File: src/rtl/prbsa_pkg.sv
`timescale 1ns/1ps
// Shared constants, types and helper functions for the timeslot PRBS analyzer.
// Assumes a frame of 32 slots of 8 bits and a history register wide enough
// for the longer polynomial.
package prbsa_pkg;
    localparam int SLOTS      = 32;
    localparam int SLOT_BITS  = 8;
    localparam int SLOT_W     = $clog2(SLOTS);
    localparam int HIST_W     = 15;
    localparam int CODE_W     = 6;

    localparam logic [CODE_W-1:0] SEL_ALL_BUT_0 = 6'd0;
    localparam logic [CODE_W-1:0] SEL_ALL       = 6'd32;

    typedef enum logic {ST_SEARCH = 1'b0, ST_LOCKED = 1'b1} sync_state_e;

    // Decode whether a slot takes part in the comparison for a given code.
    function automatic logic slot_selected(logic [CODE_W-1:0] code,
                                           logic [SLOT_W-1:0] slot);
        if (code == SEL_ALL_BUT_0)
            return slot != '0;
        else if (code == SEL_ALL)
            return 1'b1;
        else if (code < SEL_ALL)
            return code[SLOT_W-1:0] == slot;
        else
            return 1'b0;
    endfunction

    // Next sequence bit from the history (bit 0 is the newest bit).
    function automatic logic predict_bit(logic [HIST_W-1:0] hist, logic long_sel);
        if (long_sel)
            return hist[14] ^ hist[13];
        else
            return hist[8] ^ hist[4];
    endfunction
endpackage

File: src/rtl/prbsa_slot_gate.sv
`timescale 1ns/1ps
// Frame position tracker and slot gate.
// Counts bit periods from the frame-sync pulse and flags the bits that
// belong to the slots chosen by the selection code. Assumes fsync marks the
// first bit of slot 0; no bit is flagged before the first fsync.
module prbsa_slot_gate
    import prbsa_pkg::*;
(
    input  logic              clk,
    input  logic              rst_n,
    input  logic              fsync,
    input  logic              en,
    input  logic [CODE_W-1:0] sel_code,
    output logic              bit_valid
);
    localparam int FRAME_BITS = SLOTS * SLOT_BITS;
    localparam int POS_W      = $clog2(FRAME_BITS);
    localparam int SB_W       = $clog2(SLOT_BITS);

    logic [POS_W-1:0]  pos_q;
    logic [POS_W-1:0]  pos_cur;
    logic              framed_q;
    logic              framed_cur;
    logic [SLOT_W-1:0] slot_cur;

    // Position of the bit present in this cycle.
    always_comb begin
        if (fsync)
            pos_cur = '0;
        else if (pos_q == POS_W'(FRAME_BITS - 1))
            pos_cur = '0;
        else
            pos_cur = pos_q + 1'b1;
        framed_cur = fsync | framed_q;
        slot_cur   = pos_cur[POS_W-1:SB_W];
        bit_valid  = en & framed_cur & slot_selected(sel_code, slot_cur);
    end

    // Hold the frame position and the seen-a-frame flag.
    always_ff @(posedge clk) begin
        if (!rst_n) begin
            pos_q    <= '1;
            framed_q <= 1'b0;
        end else begin
            pos_q    <= pos_cur;
            framed_q <= framed_cur;
        end
    end


    reserved_none_chk: assert property (@(posedge clk) disable iff (!rst_n)
        (sel_code > SEL_ALL) |-> !bit_valid);


    dis_no_bit_chk: assert property (@(posedge clk) disable iff (!rst_n)
        !en |-> !bit_valid);
endmodule

File: src/rtl/prbsa_lfsr.sv
`timescale 1ns/1ps
// History register and predictor.
// On every selected bit it shifts in either the received bit (while
// searching) or its own prediction (while locked). Assumes the caller
// steps it only on selected bits.
module prbsa_lfsr
    import prbsa_pkg::*;
(
    input  logic clk,
    input  logic rst_n,
    input  logic step,
    input  logic load_rx,
    input  logic rx_bit,
    input  logic long_sel,
    output logic predicted
);
    logic [HIST_W-1:0] hist_q;

    // Prediction for the current selected bit.
    always_comb predicted = predict_bit(hist_q, long_sel);

    // Advance the history on each selected bit.
    always_ff @(posedge clk) begin
        if (!rst_n)
            hist_q <= '0;
        else if (step)
            hist_q <= {hist_q[HIST_W-2:0], load_rx ? rx_bit : predicted};
    end


    hist_frozen_chk: assert property (@(posedge clk) disable iff (!rst_n)
        !step |=> $stable(hist_q));
endmodule

File: src/rtl/prbsa_sync.sv
`timescale 1ns/1ps
// Lock and loss state machine.
// Searches for LOCK_MATCHES matching bits in a row, then tracks fault
// density in windows of WINDOW_BITS compared bits. It drops lock on fault
// number LOSS_LIMIT+1 within one window. Assumes bit_valid is already
// gated by enable.
module prbsa_sync
    import prbsa_pkg::*;
#(
    parameter int LOCK_MATCHES = 32,
    parameter int WINDOW_BITS  = 256,
    parameter int LOSS_LIMIT   = 10
) (
    input  logic clk,
    input  logic rst_n,
    input  logic en,
    input  logic bit_valid,
    input  logic mismatch,
    output logic locked,
    output logic load_rx,
    output logic count_fault
);
    localparam int MATCH_W = $clog2(LOCK_MATCHES);
    localparam int WIN_W   = $clog2(WINDOW_BITS);
    localparam int WERR_W  = $clog2(LOSS_LIMIT + 1);

    sync_state_e       state_q;
    logic [MATCH_W-1:0] match_q;
    logic [WIN_W-1:0]   win_pos_q;
    logic [WERR_W-1:0]  win_err_q;
    logic               loss_now;

    // Decode state outputs and the fault that breaks lock.
    always_comb begin
        locked      = (state_q == ST_LOCKED);
        load_rx     = !locked;
        count_fault = locked & bit_valid & mismatch;
        loss_now    = count_fault & (win_err_q == WERR_W'(LOSS_LIMIT));
    end

    // Search, lock and window bookkeeping per selected bit.
    always_ff @(posedge clk) begin
        if (!rst_n || !en) begin
            state_q   <= ST_SEARCH;
            match_q   <= '0;
            win_pos_q <= '0;
            win_err_q <= '0;
        end else if (bit_valid) begin
            case (state_q)
                ST_SEARCH: begin
                    if (mismatch) begin
                        match_q <= '0;
                    end else if (match_q == MATCH_W'(LOCK_MATCHES - 1)) begin
                        state_q   <= ST_LOCKED;
                        match_q   <= '0;
                        win_pos_q <= '0;
                        win_err_q <= '0;
                    end else begin
                        match_q <= match_q + 1'b1;
                    end
                end
                default: begin
                    if (loss_now) begin
                        state_q <= ST_SEARCH;
                        match_q <= '0;
                    end else if (win_pos_q == WIN_W'(WINDOW_BITS - 1)) begin
                        win_pos_q <= '0;
                        win_err_q <= '0;
                    end else begin
                        win_pos_q <= win_pos_q + 1'b1;
                        if (mismatch)
                            win_err_q <= win_err_q + 1'b1;
                    end
                end
            endcase
        end
    end


    dis_unlock_chk: assert property (@(posedge clk) disable iff (!rst_n)
        !en |=> !locked);


    lock_rise_chk: assert property (@(posedge clk) disable iff (!rst_n)
        $rose(locked) |-> $past(bit_valid && !mismatch));


    loss_drop_chk: assert property (@(posedge clk) disable iff (!rst_n)
        (count_fault && win_err_q == WERR_W'(LOSS_LIMIT)) |=> !locked);
endmodule

File: src/rtl/prbsa_err_ctr.sv
`timescale 1ns/1ps
// Saturating fault counter with clear strobe.
// A fault arriving together with the clear is kept as a count of one.
module prbsa_err_ctr #(
    parameter int ERR_W = 14
) (
    input  logic             clk,
    input  logic             rst_n,
    input  logic             inc,
    input  logic             clr,
    output logic [ERR_W-1:0] count
);
    localparam logic [ERR_W-1:0] CNT_MAX = '1;

    // Clear, count up, or hold at the ceiling.
    always_ff @(posedge clk) begin
        if (!rst_n)
            count <= '0;
        else if (clr)
            count <= ERR_W'(inc);
        else if (inc && count != CNT_MAX)
            count <= count + 1'b1;
    end


    no_wrap_chk: assert property (@(posedge clk) disable iff (!rst_n)
        (count == CNT_MAX && !clr) |=> count == CNT_MAX);


    clear_zero_chk: assert property (@(posedge clk) disable iff (!rst_n)
        (clr && !inc) |=> count == '0);


    step_one_chk: assert property (@(posedge clk) disable iff (!rst_n)
        (!clr && inc && count != CNT_MAX) |=> count == $past(count) + 1'b1);
endmodule

File: src/rtl/prbs_analyzer.sv
`timescale 1ns/1ps
// Timeslot PRBS analyzer top.
// Gates the serial stream down to the selected slots, predicts each bit
// from a local history, locks and unlocks on fault density, and counts
// faults while locked. Assumes rx_data and fsync are aligned to clk.
module prbs_analyzer
    import prbsa_pkg::*;
#(
    parameter int ERR_W        = 14,
    parameter int LOCK_MATCHES = 32,
    parameter int WINDOW_BITS  = 256,
    parameter int LOSS_LIMIT   = 10
) (
    input  logic             clk,
    input  logic             rst_n,
    input  logic             fsync,
    input  logic             rx_data,
    input  logic             ana_en,
    input  logic [5:0]       slot_code,
    input  logic             long_seq,
    input  logic             cnt_clr,
    output logic             seq_recovered,
    output logic [ERR_W-1:0] fault_count
);
    logic bit_valid;
    logic predicted;
    logic mismatch;
    logic load_rx;
    logic count_fault;

    prbsa_slot_gate u_gate (
        .clk       (clk),
        .rst_n     (rst_n),
        .fsync     (fsync),
        .en        (ana_en),
        .sel_code  (slot_code),
        .bit_valid (bit_valid)
    );

    prbsa_lfsr u_hist (
        .clk       (clk),
        .rst_n     (rst_n),
        .step      (bit_valid),
        .load_rx   (load_rx),
        .rx_bit    (rx_data),
        .long_sel  (long_seq),
        .predicted (predicted)
    );

    // Compare the received bit with the local prediction.
    always_comb mismatch = rx_data ^ predicted;

    prbsa_sync #(
        .LOCK_MATCHES (LOCK_MATCHES),
        .WINDOW_BITS  (WINDOW_BITS),
        .LOSS_LIMIT   (LOSS_LIMIT)
    ) u_sync (
        .clk         (clk),
        .rst_n       (rst_n),
        .en          (ana_en),
        .bit_valid   (bit_valid),
        .mismatch    (mismatch),
        .locked      (seq_recovered),
        .load_rx     (load_rx),
        .count_fault (count_fault)
    );

    prbsa_err_ctr #(
        .ERR_W (ERR_W)
    ) u_ctr (
        .clk   (clk),
        .rst_n (rst_n),
        .inc   (count_fault),
        .clr   (cnt_clr),
        .count (fault_count)
    );
endmodule

File: config.mk
export PLATFORM = sky130hd
export DESIGN_NAME = prbs_analyzer
export DESIGN_NICKNAME = d
export VERILOG_FILES = /design/src/rtl/prbsa_pkg.sv /design/src/rtl/prbsa_slot_gate.sv /design/src/rtl/prbsa_lfsr.sv /design/src/rtl/prbsa_sync.sv /design/src/rtl/prbsa_err_ctr.sv /design/src/rtl/prbs_analyzer.sv
export SDC_FILE = /design/constraint.sdc
export NUM_CORES = 1
export LEC_CHECK = 0
export BUFFER_PORTS_ARGS = -buffer_cell sky130_fd_sc_hd__clkbuf_2
export CORE_AREA = 4 4 83 85
export CTS_BUF_LIST = sky130_fd_sc_hd__clkbuf_2 sky130_fd_sc_hd__clkbuf_4 sky130_fd_sc_hd__clkbuf_8
export CTS_CLUSTER_SIZE = 10
export DETAILED_ROUTE_END_ITERATION = 12
export DIE_AREA = 0 0 87 89
export PLACE_DENSITY = 0.72
export SKIP_CTS_REPAIR_TIMING = 1
export SLEW_MARGIN = 10
export SYNTH_ARGS = -nofsm -noshare
export SYNTH_HDL_FRONTEND = slang
export SYNTH_SLANG_ARGS = --single-unit
File: constraint.sdc
create_clock -name clk -period 3.3 [get_ports clk]
set_input_delay 0.33 -clock clk [delete_from_list [all_inputs] [get_ports clk]]
set_output_delay 0.33 -clock clk [all_outputs]
set_load 0.02 [all_outputs]
==> flow_summary.yaml <==
synth:
  synth_seq_cells: 56
  synth_edf_count: 0
  synth.distinct_cells: 56
  netlist_area_sq_mm: 0.003025
  ys_seq_area_share_pct: 37.06
  syn-num-nets: 376
  async_reset_ff_share_pct: 0
  synth_ff_type: "dfxtp_1"
  synthCells: 356
  syn_avg_cell_area_sq_um: 8.498
  yosys_warnings: 0
status:
  status: "finished clean"
sta:
  finalCritPeriodShare_pct: 91.64
  timing.final.hold_violations: 0
  setup_viol: 0
  clock.fmax_ghz: 0.3307
  finalClockSkew_ns: 0.006305
  rsz0062_at_grt: "false"
  fin_crit_ns: 3.024
  max-slew-margin-rel_pct: 28.75
  fin_setup_tns_ns: 0
  final_max_slew_viol_count: 0
  tightest_slew_ns: 1.060
drt:
  drt-pass1-iter-count: 4
  drt_iter0_markers: 144
  wl_per_cell_um: 14.57
  route.detailed.drc: 0
  drt-total-wl_um: 6644
  viasPerCell: 6.050
  drtAntennaViolNets: 0
  num_vias: 2759
setup_path:
  critPathSlowestCell: "or4_4"
  ff2ff_path_depth: 9
  setup.worst_path.class: "flop to flop"
  start_kind: "flop"
  worst-r2r-setup-slack_ns: 0.28
  path_cells: "ha_1 > and2_1 > a211o_1 > and3_1 > or4_4 > o31ai_1 > buf_12 > nand4_1 > o31ai_1"
  crit_top_cell: "o31ai_1"
  cp_data_required_time_ns: 3.53
  rr_endpoint: "u_sync.win_pos_q[0]"
  worstPathMaxFanout: 13
  critPathLaunch: "u_gate.pos_q[0]"
  arrival_ns: 3.25
  reg2reg_from: "u_gate.pos_q[0]"
  crit_path_end: "u_sync.win_pos_q[0]"
  crit_path_end_kind: "flop"
  critPathMaxStageDelay_ns: 0.48
finish:
  post-route-util_pct: 53.66
  fin_cells: 456
  area_growth_pct: 10.05
  drive_gt1_share_pct: 13.19
  nets: 398
  diodes: 0
  nFillCells: 585
placement:
  placed_cells: 448
  gp_congestion: 0.8271
  dp_hpwl_um: 4840
  port_buffers: 27
die:
  coreArea_sq_mm: 0.006205
  die_x_um: 87
  die_area_sq_mm: 0.007743
  initial_utilization_pct: 48.76
  die_y_um: 89
  num_io_pins: 28
  rows: 29
clock_tree:
  h-tree-depth: 2
  clock_latency_ns: 0.31
  cts_buffer_depth: 2
  cts-buffers-inserted: 5
  cts_sinks: 56
  root_buffer: "clkbuf_8"
  cts_tree: "yes"
  path_clk_slew_ns: 0.11
job:
  max_cap_violations: 0
grt:
  grtUsageTotal_pct: 18.28
  grt_pass1_wl_um: 11640
  antenna_found_initial: 0
  grt_max_degree: 37
  grt-ovfl-total: 0
  grt_pass1_vias: 2510
pwr:
  ir_drop_mv: 0.3275
  p_per_area_mw_per_mm2: 365.3
  comb_power_share_pct: 10.5
  power.switching_uw: 329.2
  p_seq_share_pct: 57.4
  p_leak_nw: 1.205
  p_sw_share_pct: 27.07
  power.share.clock_pct: 32.1
  internal_power_uw: 887.0
worst_hold_path:
  min-delay-path-class: "primary input to flop"
==> stage by stage <==
| stage | total power [mW] | setup slack (ns) | hold slack, ns | instance area (sq um) |
|---|---|---|---|---|
| after global placement | 0.8380 | 0.3799 | 0.4364 | 3237 |
| after floorplan | 0.8080 | 0.5722 | 0.4292 | 3025 |
| after detailed placement | 0.8409 | 0.2850 | 0.4437 | 3237 |
| after CTS | 1.230 | 0.2705 | 0.3519 | 3329 |
| final | 1.216 | 0.2758 | 0.3549 | 3329 |
| after global routing | 1.270 | 0.07149 | 0.3559 | 3329 |
==> cells by family after synthesis <==
logic type / after synthesis / share of synthesized area (%)
AND/OR/NAND/NOR: 159 / 28.66
AO/OA/AOI/OAI: 79 / 18.16
adder cells (fa/ha/maj): 7 / 2.895
buffers and inverters: 27 / 4.218
flip-flops: 56 / 37.06
multiplexers: 20 / 6.700
XOR/XNOR: 8 / 2.316
==> cells in the mapped netlist (3+ instances only) <==
library cell	n	area, sq um
mux2i_1	18	180.2
clkbuf_1	11	41.29
or4_1	11	82.58
o22ai_1	4	25.02
ha_1	7	87.58
nand2_1	44	165.2
a32o_1	3	30.03
nand2b_1	9	56.30
and2_1	4	25.02
nand4b_1	3	26.28
and3_1	8	50.05
a21o_1	3	22.52
xnor2_1	5	43.79
nand3b_1	3	22.52
nor2b_1	4	25.02
a21oi_1	11	55.05
o21a_1	4	30.03
nand3_1	23	115.1
a211oi_1	4	30.03
buf_2	3	15.01
nor3_1	4	20.02
o211ai_1	9	67.56
o21ai_0	15	75.07
nor2_1	14	52.55
o31ai_1	6	45.04
dfxtp_1	56	1121
a31oi_1	4	25.02
inv_1	8	30.03
nand4_1	12	75.07
nor4_1	4	25.02
xor2_1	3	26.28
or3_1	7	43.79
==> cell type report <==
| class | count | area [sq um] | area share [%] |
|---|---|---|---|
| Multi-Input combinational cell | 273 | 1777 | 53.36 |
| Sequential cell | 56 | 1121 | 33.67 |
| Timing Repair Buffer | 34 | 212.7 | 6.389 |
| Tap cell | 77 | 96.34 | 2.894 |
| Clock buffer | 5 | 68.82 | 2.067 |
| Inverter | 8 | 30.03 | 0.9019 |
| Clock inverter | 3 | 23.77 | 0.7140 |
==> how the worst min path moves through the flow <==
stage / startpoint / to / slack, ns / cells past startpoint
5_1_grt: cnt_clr / u_ctr.count[0] / 0.36 / 3
6_report: cnt_clr / u_ctr.count[0] / 0.35 / 3
4_1_cts: cnt_clr / u_ctr.count[0] / 0.35 / 3
3_3_place_gp: u_gate.framed_q / u_gate.framed_q / 0.44 / 1
2_1_floorplan: u_gate.framed_q / u_gate.framed_q / 0.43 / 1
3_5_place_dp: u_gate.framed_q / u_gate.framed_q / 0.44 / 1
==> placed cells by master (no fill, tap or decap), drive strengths merged, types with 5 or more instances in the layout <==
cell type  Yosys  final
ha             7      7
dfxtp         56     56
inv            8      8
a21oi         11     11
or4           12     12
xnor2          5      5
and2           5      5
clkbuf        11     32
nand4         12     12
nand2b         9      9
nor2          15     15
mux2i         18     18
and3           9      9
nand2         44     44
o211ai         9      9
o21ai         15     15
nand3         24     24
buf            8      7
or3            7      7
o31ai          6      6
==> metal layers <==
layer,up-vias,share of wire (%),track usage (%)
met5,-,0,0
met3,7,4.3,2.949
met4,0,1.1,4.391
met2,62,47,30.02
met1,1307,48,25.18
li1,1383,-,-
==> sequential cells by signal, summed over array words and instances (netlist names) <==
signal and cells:
u_ctr.count 14, u_gate.framed_q 1, u_gate.pos_q 8, u_hist.hist_q 15, u_sync.locked 1, u_sync.match_q 5
u_sync.win_err_q 4, u_sync.win_pos_q 8
==> power by group through the flow <==
stage	clock network (mW)	registers, mW	logic, mW
floorplan	0	0.710	0.0979
finish	0.390	0.699	0.128
global placement	0	0.714	0.124
CTS	0.404	0.699	0.127
global route	0.428	0.701	0.142
detailed placement	0	0.714	0.127
==> worst max-delay path, delay by kind of cell (launching register included) <==
family                   cells  cell delay [ns]
AO/OA/AOI/OAI                3             0.99
flip-flops                   1             0.34
adder cells (fa/ha/maj)      1             0.23
AND/OR/NAND/NOR              4             1.19
buffers and inverters        1             0.19
No activity file was read; power rests on OpenSTA's default activity.
